<file path="src/rtl/sftx_pkg.sv">
package sftx_pkg;
    typedef enum logic {
        ST_IDLE = 1'b0,
        ST_SEND = 1'b1
    } ctl_state_e;

    localparam int unsigned SLOT_W      = 4;
    localparam int unsigned FRAME_SLOTS = 10;
    localparam int unsigned DATA_W      = 8;
    localparam logic [SLOT_W-1:0] SLOT_STOP = SLOT_W'(FRAME_SLOTS - 1);
endpackage

</file>
<file path="src/rtl/sftx_bit_timer.sv">
module sftx_bit_timer #(
    parameter int unsigned CPB   = 16,
    localparam int unsigned CYC_W = $clog2(CPB)
) (
    input  logic             clk,
    input  logic             rst,
    input  logic             run,
    output logic [CYC_W-1:0] cyc_q,
    output logic             slot_end
);
    localparam logic [CYC_W-1:0] CYC_LAST = CYC_W'(CPB - 1);

    assign slot_end = run && (cyc_q == CYC_LAST);

    always_ff @(posedge clk) begin
        if (rst || !run || slot_end) begin
            cyc_q <= '0;
        end else begin
            cyc_q <= cyc_q + 1'b1;
        end
    end
endmodule

</file>
<file path="src/rtl/sftx_slot_counter.sv">
module sftx_slot_counter
    import sftx_pkg::*;
(
    input  logic              clk,
    input  logic              rst,
    input  logic              clear,
    input  logic              advance,
    output logic [SLOT_W-1:0] slot_q,
    output logic              at_stop
);
    assign at_stop = (slot_q == SLOT_STOP);

    always_ff @(posedge clk) begin
        if (rst || clear) begin
            slot_q <= '0;
        end else if (advance) begin
            slot_q <= at_stop ? '0 : slot_q + 1'b1;
        end
    end
endmodule

</file>
<file path="src/rtl/sftx_frame_mux.sv">
module sftx_frame_mux
    import sftx_pkg::*;
(
    input  logic              sending,
    input  logic [SLOT_W-1:0] slot,
    input  logic [DATA_W-1:0] byte_q,
    output logic              line
);
    logic [2:0] bit_idx;

    assign bit_idx = 3'(slot - 1'b1);

    always_comb begin
        if (!sending) begin
            line = 1'b1;
        end else begin
            unique case (slot)
                4'd0:      line = 1'b0;
                SLOT_STOP: line = 1'b1;
                4'd1, 4'd2, 4'd3, 4'd4,
                4'd5, 4'd6, 4'd7, 4'd8:
                           line = byte_q[bit_idx];
                default:   line = 1'b1;
            endcase
        end
    end
endmodule

</file>
<file path="src/rtl/serial_frame_tx.sv">
module serial_frame_tx
    import sftx_pkg::*;
#(
    parameter int unsigned CLKS_PER_BIT = 16
) (
    input  logic       clk,
    input  logic       rst,
    input  logic       start,
    input  logic [7:0] data_in,
    output logic       tx,
    output logic       busy
);
    localparam int unsigned CYC_W = $clog2(CLKS_PER_BIT);

    ctl_state_e        state_q, state_d;
    logic [DATA_W-1:0] byte_q;
    logic [SLOT_W-1:0] slot_q;
    logic [CYC_W-1:0]  cyc_q;
    logic              slot_end;
    logic              at_stop;
    logic              accept;
    logic              sending;
    logic              line;

    assign sending = (state_q == ST_SEND);
    assign accept  = (state_q == ST_IDLE) && start;

    // next-state selection
    always_comb begin
        state_d = state_q;
        unique case (state_q)
            ST_IDLE: if (start) state_d = ST_SEND;
            ST_SEND: if (slot_end && at_stop) state_d = ST_IDLE;
            default: state_d = ST_IDLE;
        endcase
    end

    // state register and byte capture
    always_ff @(posedge clk) begin
        if (rst) begin
            state_q <= ST_IDLE;
            byte_q  <= '0;
        end else begin
            state_q <= state_d;
            if (accept) byte_q <= data_in;
        end
    end

    sftx_bit_timer #(.CPB(CLKS_PER_BIT)) u_timer (
        .clk      (clk),
        .rst      (rst),
        .run      (sending),
        .cyc_q    (cyc_q),
        .slot_end (slot_end)
    );

    sftx_slot_counter u_slots (
        .clk     (clk),
        .rst     (rst),
        .clear   (accept),
        .advance (slot_end),
        .slot_q  (slot_q),
        .at_stop (at_stop)
    );

    sftx_frame_mux u_mux (
        .sending (sending),
        .slot    (slot_q),
        .byte_q  (byte_q),
        .line    (line)
    );

    // outputs
    always_comb begin
        unique case (state_q)
            ST_IDLE: begin tx = 1'b1; busy = 1'b0; end
            ST_SEND: begin tx = line; busy = 1'b1; end
            default: begin tx = 1'b1; busy = 1'b0; end
        endcase
    end
endmodule

</file>
<file path="config.mk">
export PLATFORM = sky130hd
export DESIGN_NAME = serial_frame_tx
export DESIGN_NICKNAME = d
export VERILOG_FILES = /design/src/rtl/sftx_pkg.sv /design/src/rtl/sftx_bit_timer.sv /design/src/rtl/sftx_slot_counter.sv /design/src/rtl/sftx_frame_mux.sv /design/src/rtl/serial_frame_tx.sv
export SDC_FILE = /design/constraint.sdc
export NUM_CORES = 1
export LEC_CHECK = 0
export ABC_AREA = 1
export BUFFER_PORTS_ARGS = -buffer_cell sky130_fd_sc_hd__buf_2
export CAP_MARGIN = 10
export CORE_MARGIN = 5
export CORE_UTILIZATION = 55
export CTS_CLUSTER_SIZE = 16
export DETAILED_ROUTE_END_ITERATION = 10
export MAX_ROUTING_LAYER = met4
export PLACE_DENSITY = 0.77
export SLEW_MARGIN = 30
export SYNTH_ARGS = -nofsm -noshare
export SYNTH_HDL_FRONTEND = slang
export SYNTH_HIERARCHICAL = 1
export SYNTH_SLANG_ARGS = --single-unit
</file>
<file path="constraint.sdc">
create_clock -name clk -period 1.9 [get_ports clk]
set_clock_uncertainty 0.1 [all_clocks]
set_input_delay 0.095 -clock clk [delete_from_list [all_inputs] [get_ports clk]]
set_output_delay 0.095 -clock clk [all_outputs]
set_load 0.02 [all_outputs]
</file>
==> impl_metrics.ini <==
[outcome]
status = finished clean

[global_route]
grt_start_max_net_pins = 11
grt_use_total = 0.178
globalRoute.totalOverflow = 0
grt_pass1_wl_mm = 3.58
grt_pass1_vias = 884
grt_antenna_before_repair = 0

[placed_design]
dpl_cell_area_um2 = 1090
place_congestion = 0.876
post-place-ws_ns = 0.158
place_inst = 191
io_buffer_count = 12
hpwlAfterDp_mm = 1.41

[setup_path]
crit_chain = inv_4 > ha_4 > inv_4 > nand3_2 > nand3_2 > nand2_1 > nand2_1 > nand2_1 > or2_4 > buf_6
crit_required_ns = 1.70
cpMostUsedCell = nand2_1
cp_max_fo = 3
crit_path_end_kind = output port
ff2ff_path_depth = 8
crit_slowest_cell = dfxtp_4
arrival_ns = 1.69
slowest_delay_ns = 0.38
path_class = flop to output port
cp-start-kind = flop

[routing]
vias_per_cell = 4.91
drc_errors = 0
vias = 982
first_pass_iters = 4
first_iter_violations = 13
wire_per_inst_um = 10.6
routed_wirelength_mm = 2.12
ant_nets = 0

[die]
die_w_um = 52.3
dieArea_um2 = 2730
start_util = 0.576
coreArea_um2 = 1710
io_pins = 13
row_count = 15
die_h_um = 52.3

[synth]
yosysUniqueCellTypes = 19
ys_top_cells_by_count = nand2_1 (37), nor2_1 (28), inv_1 (21)
yosysMostFrequentCell = nand2_1
async_reset_ff_frac = 0
yosysWarnings = 6
yosys.area.top_type = dfxtp_1
synth_top_area_share = 0.346
syn-cell-area_um2 = 983
syn_inst = 152
avgSynthCellArea_um2 = 6.47
synthFlopType = dfxtp_1
ys_ff_latch = 17
synthTopCellsByArea = dfxtp_1 (35%), nand2_1 (14%), nor2_1 (11%)
synth_seq_area_share = 0.346
synth-edff-count = 0
syn_nets = 169

[power_and_ir_drop]
seqPwrFrac = 0.580
p_sw_mw = 0.175
clock_power_share = 0.282
leakage_nw = 0.610
cell_internal_pwr_mw = 0.490
p_per_area_nw_per_um2 = 526
switching_share = 0.263
total_power_mw = 0.665
combPwrFrac = 0.138
vdd.ir_drop.worst_mv = 0.468

[clocking]
cts_max_path_buffers = 2
clk_latency_ns = 0.28
cts_sinks = 17
cts_max_level = 1
clk_pin_slew_ns = 0.10
clockRootBuffer = clkbuf_4
cts_buffers = 3
cts_tree = yes

[sta]
fin_crit_sh = 0.994
setup_tns_ns = 0
rsz0062_at_grt = true
holdWs_ns = 0.0110
tightest_slew_ns = 0.298
finalSetupViolCount = 0
setup_ws_ns = 0.0122
slew_viol_final = 0
max-slew-margin-rel = 0.801
fmax_mhz = 530
finalHoldViolations = 0
fin_crit_ns = 1.89

[finish]
antenna_cells = 0
nets = 193
syn_to_final_growth_pct = 28.6
layout-drive-gt1-share = 0.309
finish.instance_area_um2 = 1260
stdcell_count = 200
fin_util = 0.741

[worst_hold_path]
hold_depth = 5
hp-class = primary input to flop

[job]
cap_violations = 0
==> power by group through the flow <==
stage               clock network [mW]  logic, mW  registers (mW)
CTS                              0.195     0.0874           0.387
finish                           0.188     0.0918           0.385
global route                     0.214      0.105           0.388
floorplan                            0     0.0601           0.394
global placement                     0     0.0810           0.395
detailed placement                   0     0.0832           0.396
==> cell usage in the layout, fill, tap and decap left out, types with 2 or more instances in the layout <==
master    instances
clkbuf_4          3
buf_2            11
inv_1            19
ha_4              2
buf_4             5
buf_6             3
nor2_4            2
nor2_1           27
ha_1              3
inv_4             2
inv_2             6
nand3_1          12
nand3_2           5
a21oi_2           2
nand4_1           2
nand2_1          34
a21oi_1           2
dfxtp_1          15
dfxtp_4           2
nand2_2           5
==> critical path: cells and delay by family (launching register included) <==
kind | cells | cell delay [ns]
buffers and inverters | 3 | 0.24
adder cells (fa/ha/maj) | 1 | 0.26
flip-flops | 1 | 0.38
AND/OR/NAND/NOR | 6 | 0.52
==> kinds of logic (layout without fill, tap and decap cells) <==
kind of cell,after synthesis,in the layout,share of synthesized area
DFF,17,17,0.346
and+or+nand+nor,91,91,0.399
buffers and inverters,29,52,0.118
AOI/OAI and AO/OA,8,8,0.0509
xor gates and xnor gates,1,1,0.00891
adders and majority gates,6,6,0.0763
==> worst paths after layout <==
kind,startpoint,to,slack [ns]
worst min register to register,u_timer/cyc_q[0]$_SDFF_PP0_,u_timer/cyc_q[0]$_SDFF_PP0_,0.38
worst max register to register,u_timer/cyc_q[0]$_SDFF_PP0_,u_slots/slot_q[3]$_SDFFE_PP0P_,0.43
worst max-delay path,u_slots/slot_q[1]$_SDFFE_PP0P_,tx,0.01
worst min-delay path,data_in[3],byte_q[3]$_SDFFE_PP0P_,0.01
==> registers in the layout, summed over array words and instances (netlist names) <==
name,count
u_slots/slot_q,4
sending,1
byte_q,8
u_timer/cyc_q,4
==> what timing repair did <==
item                                   CTS  global route
endpoints found under the hold margin    1             0
setup endpoints to repair                1             1
buffers inserted                         3             1
gates resized for setup                 10            22
gates cloned                             0             0
hold buffers                             1             0
pin swaps                                2            10
==> layer usage <==
layer	up-vias	wire (um)	track usage
met1	438	990	0.214
li1	509	-	-
met2	25	978	0.283
met4	0	46	0.0809
met5	-	0	-
met3	10	100	0.0370
==> cell type report <==
class	instances	area, um2
tap	25	31.3
timing repair buffer	20	136
sequential	17	348
multi-input combinational	106	608
inverter	28	115
clock buffer	4	26.3
fill	139	443
No activity file was read; power rests on OpenSTA's default activity.
